File: config.mk
export PLATFORM = sky130hd
export DESIGN_NAME = reload_timer
export DESIGN_NICKNAME = d
export VERILOG_FILES = /design/src/rtl/timer_pkg.sv /design/src/rtl/timer_regs.sv /design/src/rtl/timer_core.sv /design/src/rtl/timer_flag_wave.sv /design/src/rtl/reload_timer.sv
export SDC_FILE = /design/constraint.sdc
export NUM_CORES = 1
export LEC_CHECK = 0
export ABC_AREA = 0
export ABC_CLOCK_PERIOD_IN_PS = 2300
export BUFFER_PORTS_ARGS = -buffer_cell sky130_fd_sc_hd__buf_2
export CAP_MARGIN = 0
export CORE_ASPECT_RATIO = 0.9
export CORE_MARGIN = 10
export CORE_UTILIZATION = 58
export DETAILED_ROUTE_END_ITERATION = 12
export MAX_ROUTING_LAYER = met4
export PLACE_DENSITY = 0.79
export SLEW_MARGIN = 20
export SYNTH_ARGS = -nofsm -noshare
export SYNTH_HDL_FRONTEND = slang
export SYNTH_SLANG_ARGS = --single-unit
File: constraint.sdc
create_clock -name clk -period 2.3 [get_ports clk]
set_clock_uncertainty 0.2 [all_clocks]
set_input_delay 0.46 -clock clk [delete_from_list [all_inputs] [get_ports clk]]
set_output_delay 0.46 -clock clk [all_outputs]
set_load 0.02 [all_outputs]
File: src/rtl/timer_pkg.sv
package timer_pkg;

  typedef enum logic [2:0] {
    A_CNT_LO = 3'd0,
    A_CNT_HI = 3'd1,
    A_LAT_LO = 3'd2,
    A_LAT_HI = 3'd3,
    A_CTRL   = 3'd4,
    A_FLAG   = 3'd5
  } reg_addr_e;

  typedef struct packed {
    logic out_en;
    logic free_run;
  } ctrl_t;

endpackage

File: src/rtl/timer_regs.sv
module timer_regs
  import timer_pkg::*;
#(
  parameter int BUS_W = 8,
  localparam int CNT_W = 2 * BUS_W
) (
  input  logic             clk,
  input  logic             rst_n,
  input  logic             sel,
  input  logic             wr,
  input  logic             rd,
  input  logic [2:0]       addr,
  input  logic [BUS_W-1:0] wdata,
  input  logic [CNT_W-1:0] cnt_q,
  input  logic             flag_q,
  output logic [CNT_W-1:0] latch_q,
  output ctrl_t            ctrl_q,
  output logic             start,
  output logic [CNT_W-1:0] start_val,
  output logic             clr_req,
  output logic [BUS_W-1:0] rdata
);

  logic [CNT_W-1:0] latch_d;
  ctrl_t            ctrl_d;
  logic             wen;
  logic             wr_lo;
  logic             wr_hi;
  logic             unused_wbits;

  assign wen   = sel & wr;
  assign wr_lo = wen & ((addr == A_CNT_LO) | (addr == A_LAT_LO));
  assign wr_hi = wen & ((addr == A_CNT_HI) | (addr == A_LAT_HI));
  assign start = wen & (addr == A_CNT_HI);
  assign start_val = {wdata, latch_q[BUS_W-1:0]};
  assign clr_req = (sel & rd & (addr == A_CNT_LO)) |
                   (wen & (addr == A_FLAG) & wdata[0]);
  assign unused_wbits = ^wdata[BUS_W-1:2];

  always_comb begin
    latch_d = latch_q;
    if (wr_lo) latch_d[BUS_W-1:0] = wdata;
    if (wr_hi) latch_d[CNT_W-1:BUS_W] = wdata;
  end

  always_comb begin
    ctrl_d = ctrl_q;
    if (wen && (addr == A_CTRL)) ctrl_d = ctrl_t'(wdata[1:0]);
  end

  always_ff @(posedge clk or negedge rst_n) begin
    if (!rst_n) begin
      latch_q <= '0;
      ctrl_q  <= '0;
    end else begin
      latch_q <= latch_d;
      ctrl_q  <= ctrl_d;
    end
  end

  always_comb begin
    case (addr)
      A_CNT_LO: rdata = cnt_q[BUS_W-1:0];
      A_CNT_HI: rdata = cnt_q[CNT_W-1:BUS_W];
      A_LAT_LO: rdata = latch_q[BUS_W-1:0];
      A_LAT_HI: rdata = latch_q[CNT_W-1:BUS_W];
      A_CTRL:   rdata = {{(BUS_W-2){1'b0}}, ctrl_q};
      A_FLAG:   rdata = {{(BUS_W-1){1'b0}}, flag_q};
      default:  rdata = '0;
    endcase
  end

  // latch-only addresses never start the counter
  assert_latch_only_R2: assert property (@(posedge clk) disable iff (!rst_n)
    (wen && (addr == A_LAT_LO || addr == A_LAT_HI)) |-> !start);

endmodule

File: src/rtl/timer_core.sv
module timer_core #(
  parameter int CNT_W = 16
) (
  input  logic             clk,
  input  logic             rst_n,
  input  logic             tick,
  input  logic             start,
  input  logic [CNT_W-1:0] start_val,
  input  logic             free_run,
  input  logic [CNT_W-1:0] latch_q,
  output logic [CNT_W-1:0] cnt_q,
  output logic             expire
);

  logic [CNT_W-1:0] cnt_d;
  logic             wrap_q, wrap_d;
  logic             armed_q, armed_d;
  logic             at_zero;
  logic             zero_tick;

  assign at_zero   = (cnt_q == '0);
  assign zero_tick = tick & ~start & at_zero;
  assign expire    = zero_tick & (free_run | armed_q);

  always_comb begin
    cnt_d   = cnt_q;
    wrap_d  = wrap_q;
    armed_d = armed_q;
    if (start) begin
      cnt_d   = start_val;
      wrap_d  = 1'b0;
      armed_d = 1'b1;
    end else if (tick) begin
      if (wrap_q && free_run) cnt_d = latch_q;
      else                    cnt_d = cnt_q - 1'b1;
      wrap_d = at_zero;
      if (at_zero && !free_run) armed_d = 1'b0;
    end
  end

  always_ff @(posedge clk or negedge rst_n) begin
    if (!rst_n) begin
      cnt_q   <= '0;
      wrap_q  <= 1'b0;
      armed_q <= 1'b0;
    end else begin
      cnt_q   <= cnt_d;
      wrap_q  <= wrap_d;
      armed_q <= armed_d;
    end
  end

  assert_start_loads_R3: assert property (@(posedge clk) disable iff (!rst_n)
    start |=> (cnt_q == $past(start_val)));

  assert_hold_R4: assert property (@(posedge clk) disable iff (!rst_n)
    (!start && !tick) |=> (cnt_q == $past(cnt_q)));

  assert_step_R4: assert property (@(posedge clk) disable iff (!rst_n)
    (tick && !start && !(wrap_q && free_run)) |=> (cnt_q == $past(cnt_q) - 1'b1));

  assert_reload_R6: assert property (@(posedge clk) disable iff (!rst_n)
    (tick && !start && wrap_q && free_run) |=> (cnt_q == $past(latch_q)));

  assert_start_wins_R11: assert property (@(posedge clk) disable iff (!rst_n)
    (start && tick) |=> (cnt_q == $past(start_val)));

endmodule

File: src/rtl/timer_flag_wave.sv
module timer_flag_wave (
  input  logic clk,
  input  logic rst_n,
  input  logic expire,
  input  logic free_run,
  input  logic out_en,
  input  logic start,
  input  logic clr_req,
  output logic irq,
  output logic wave_out
);

  logic flag_q, flag_d;
  logic wave_q, wave_d;

  always_comb begin
    flag_d = flag_q;
    if (expire)                flag_d = 1'b1;
    else if (start || clr_req) flag_d = 1'b0;
  end

  always_comb begin
    wave_d = wave_q;
    if (start)       wave_d = 1'b0;
    else if (expire) wave_d = free_run ? ~wave_q : 1'b1;
  end

  always_ff @(posedge clk or negedge rst_n) begin
    if (!rst_n) begin
      flag_q <= 1'b0;
      wave_q <= 1'b1;
    end else begin
      flag_q <= flag_d;
      wave_q <= wave_d;
    end
  end

  assign irq      = flag_q;
  assign wave_out = out_en ? wave_q : 1'b1;

  assert_rise_on_zero_R5: assert property (@(posedge clk) disable iff (!rst_n)
    $rose(flag_q) |-> $past(expire));

  assert_clear_R8: assert property (@(posedge clk) disable iff (!rst_n)
    (clr_req && !expire) |=> !flag_q);

  assert_set_wins_R9: assert property (@(posedge clk) disable iff (!rst_n)
    expire |=> flag_q);

  assert_start_low_R10: assert property (@(posedge clk) disable iff (!rst_n)
    start |=> !wave_q);

endmodule

File: src/rtl/reload_timer.sv
module reload_timer
  import timer_pkg::*;
#(
  parameter int BUS_W = 8,
  localparam int CNT_W = 2 * BUS_W
) (
  input  logic             clk,
  input  logic             rst_n,
  input  logic             tick_en,
  input  logic             sel,
  input  logic             wr,
  input  logic             rd,
  input  logic [2:0]       addr,
  input  logic [BUS_W-1:0] wdata,
  output logic [BUS_W-1:0] rdata,
  output logic             irq,
  output logic             wave_out
);

  logic [1:0]       rst_sync_q;
  logic             rst_int_n;
  logic [CNT_W-1:0] latch_q;
  logic [CNT_W-1:0] cnt_q;
  logic [CNT_W-1:0] start_val;
  ctrl_t            ctrl_q;
  logic             start;
  logic             clr_req;
  logic             expire;

  always_ff @(posedge clk or negedge rst_n) begin
    if (!rst_n) rst_sync_q <= 2'b00;
    else        rst_sync_q <= {rst_sync_q[0], 1'b1};
  end
  assign rst_int_n = rst_sync_q[1];

  timer_regs #(.BUS_W(BUS_W)) regs_i (
    .clk       (clk),
    .rst_n     (rst_int_n),
    .sel       (sel),
    .wr        (wr),
    .rd        (rd),
    .addr      (addr),
    .wdata     (wdata),
    .cnt_q     (cnt_q),
    .flag_q    (irq),
    .latch_q   (latch_q),
    .ctrl_q    (ctrl_q),
    .start     (start),
    .start_val (start_val),
    .clr_req   (clr_req),
    .rdata     (rdata)
  );

  timer_core #(.CNT_W(CNT_W)) core_i (
    .clk       (clk),
    .rst_n     (rst_int_n),
    .tick      (tick_en),
    .start     (start),
    .start_val (start_val),
    .free_run  (ctrl_q.free_run),
    .latch_q   (latch_q),
    .cnt_q     (cnt_q),
    .expire    (expire)
  );

  timer_flag_wave flag_i (
    .clk      (clk),
    .rst_n    (rst_int_n),
    .expire   (expire),
    .free_run (ctrl_q.free_run),
    .out_en   (ctrl_q.out_en),
    .start    (start),
    .clr_req  (clr_req),
    .irq      (irq),
    .wave_out (wave_out)
  );

  // a disabled waveform pin idles high
  assert_idle_pin_R10: assert property (@(posedge clk) disable iff (!rst_int_n)
    !ctrl_q.out_en |-> wave_out);

endmodule

==> impl_metrics.tcl <==
set metrics [dict create \
    outcome "complete, but fails checks" \
    fin_ws_ns -0.0322 \
    gp_congestion 0.923 \
    h-tree-depth 2 \
    grt_setup_unrepaired "true" \
    ys_seq_elements 40 \
    antenna_found_initial 0 \
    hp-class "reg -> async" \
    dp_cells 311 \
    clk_pin_slew_ns 0.08 \
    end_kind "primary output" \
    crit_start "core_i.cnt_q[0]" \
    portBuffers 26 \
    avgSynthCellArea_um2 10.2 \
    drt_first_pass_iters 5 \
    vias 2080 \
    dominantRegCellSynth "dfrtp_1" \
    vdd_ir_drop_max_mv 0.569 \
    drt_iter0_drc 193 \
    synth-seq-area-share 0.425 \
    cts_root_buf "clkbuf_8" \
    tritoncts "yes" \
    routed_via_density 6.50 \
    required_ns 1.64 \
    grt_usage 0.186 \
    io_pins 27 \
    antenna_left 0 \
    yosysWarnings 0 \
    synth_cell_types 47 \
    overflow 0 \
    finish.instance_area_um2 2790 \
    violations "negative setup slack" \
    worstPathArrival_ns 1.67 \
    netlist_instances 231 \
    dp_hpwl_um 4490 \
    fp.dieH_um 80.5 \
    diodes 0 \
    numCtsBuffers 5 \
    post_drt_wl_per_cell_um 19.0 \
    syn_to_final_growth_pct 18.4 \
    setup_viol 1 \
    r2r_start "core_i.cnt_q[0]" \
    worst-setup-path-type "reg -> out" \
    tightestPinTransition_ns 0.533 \
    syn_nets 249 \
    insertion_delay_ns 0.30 \
    path_max_fanout 2 \
    hold_viol 0 \
    fin_crit_ns 2.33 \
    remaining_drc_errors 0 \
    grt_pass1_wl_um 10100 \
    maxSlewHeadroom 0.645 \
    netlist_area_um2 2360 \
    p_per_area_nw_per_um2 794 \
    core_area_um2 3810 \
    drive_gt1_frac 0.339 \
    p_leak_nw 1.25 \
    die-area_um2 7020 \
    dpl_cell_area_um2 2650 \
    cp-start-kind "register" \
    final_cells 320 \
    cts_buffer_depth 2 \
    dieWidth_um 87.2 \
    fin_crit_sh 1.01 \
    synth_edf_count 0 \
    maxCapViolations 0 \
    grt_max_degree 39 \
    std_cell_rows 21 \
    start_util 0.619 \
    cts_sinks 40 \
    grt_pass1_vias 2029 \
    max_freq_ghz 0.429 \
    async_flop_share 1.00 \
    fin_nets 292 \
    routed_wl_um 6080 \
    slew_violations 0 \
]
-- cell usage in the layout, fill, tap and decap left out, types with 2 or more instances in the layout --
| master | synthesis | layout |
|---|---|---|
| dfrtp_1 | 39 | 39 |
| buf_2 | 5 | 24 |
| buf_4 | 0 | 23 |
| nor2_1 | 21 | 19 |
| mux2_2 | 19 | 18 |
| o21ai_0 | 16 | 16 |
| nor2b_1 | 13 | 13 |
| nand2_1 | 13 | 13 |
| nand3_1 | 10 | 10 |
| a21oi_1 | 9 | 9 |
| mux4_2 | 7 | 7 |
| nor3_1 | 7 | 7 |
| clkbuf_8 | 0 | 7 |
| o22ai_1 | 6 | 6 |
| a31oi_1 | 6 | 6 |
| a311oi_1 | 4 | 4 |
| xor2_1 | 4 | 4 |
| inv_1 | 4 | 3 |
| mux2i_1 | 3 | 3 |
| o22a_1 | 3 | 3 |
| nand2b_1 | 2 | 2 |
| and3_1 | 2 | 2 |
| or3_1 | 2 | 2 |
| nor2_2 | 0 | 2 |
| nand4b_1 | 2 | 2 |
| xnor2_1 | 2 | 2 |
| buf_6 | 1 | 2 |
-- sequential cells by signal, indices dropped and copies added (netlist names) --
register / cells
flag_i.irq: 1
regs_i.latch_q: 16
core_i.wrap_q: 1
core_i.cnt_q: 16
regs_i.ctrl_q: 2
rst_sync_q: 2
core_i.armed_q: 1
flag_i.wave_q: 1
-- final timing paths --
path / slack [ns] / to / depth (start not counted)
worst max-delay path: -0.03 / rdata[0] / 4
worst min-delay path: 0.09 / core_i.cnt_q[6] / 1
worst max register to register: 0.11 / core_i.cnt_q[13] / 7
worst min register to register: 0.09 / core_i.cnt_q[6] / 1
max in group asynchronous: 1.46 / flag_i.wave_q / 1
min in group clk: 0.16 / rst_sync_q[1] / 0
-- cell families (layout without fill, tap and decap cells) --
family,count (synthesis),after routing,share of synthesized area
buffers and inverters,19,62,0.0361
multiplexers,30,30,0.181
adder cells (fa/ha/maj),1,1,0.00530
XOR/XNOR,6,6,0.0223
AO/OA/AOI/OAI,50,50,0.135
other,1,1,0.00159
AND/OR/NAND/NOR,84,84,0.194
flip-flops,40,40,0.425
-- report_power, final --
| group | total, mW | internal (mW) | switching (mW) |
|---|---|---|---|
| Clock | 0.509 | 0.267 | 0.242 |
| Sequential | 1.02 | 0.867 | 0.156 |
| Combinational | 0.685 | 0.365 | 0.321 |
-- final cells by class --
type	count	area, um2
clock buffer	7	96.3
fill	286	1020
inverter	4	15.0
multi-input combinational	172	1290
sequential	40	1000
tap	46	57.6
timing repair buffer	51	333
-- worst max-delay path, cell delays in order, from the launching register on --
cell and delay [ns]:
dfrtp_1 0.40, buf_6 0.12, mux4_2 0.43, mux2_4 0.28, buf_6 0.13
-- per-layer routing --
metal / routed length, um / up-vias / global-route usage
met1: 2540 / 1010 / 0.227
met3: 528 / 22 / 0.0444
met2: 2800 / 112 / 0.283
li1: - / 936 / -
met4: 210 / 0 / 0.0892
met5: 0 / - / -
-- timing repair --
item | CTS | global route
setup buffers | 1 | 0
hold endpoints to repair | 2 | 0
hold buffers | 1 | 0
setup endpoints to repair | 1 | 9
pin swaps | 0 | 1
resized for setup | 5 | 4
-- cell usage after synthesis (all sizes together) (3+ instances only) --
cell type  count  area, um2
mux2i          3       30.0
a311oi         4       35.0
nand2         13       48.8
nand4b         3       32.5
mux2          19        214
nor2b         13       81.3
nand3         10       50.1
xor2           4       35.0
o21ai         16       80.1
o22ai          6       37.5
a31oi          6       37.5
inv            4       15.0
dfrtp         39        976
nor2          21       78.8
buf            6       36.3
clkbuf         9       33.8
o22a           3       26.3
mux4           8        184
nor3           9       61.3
a21oi          9       45.0
-- through the flow --
stage / setup TNS (ns) / hold WS, ns / util / total power, mW / setup WS, ns
finish: -0.0322 / 0.0916 / 0.733 / 2.22 / -0.0322
global route: -0.0679 / 0.148 / 0.733 / 2.34 / -0.0679
detailed placement: 0 / 0.0467 / 0.696 / 1.69 / 0.0104
global placement: 0 / 0.0461 / 0.696 / 1.67 / 0.0247
CTS: -0.0356 / 0.113 / 0.730 / 2.21 / -0.0356
floorplan: 0 / -0.0356 / - / 1.46 / 0.138
Power figures use the tool's default switching activity.
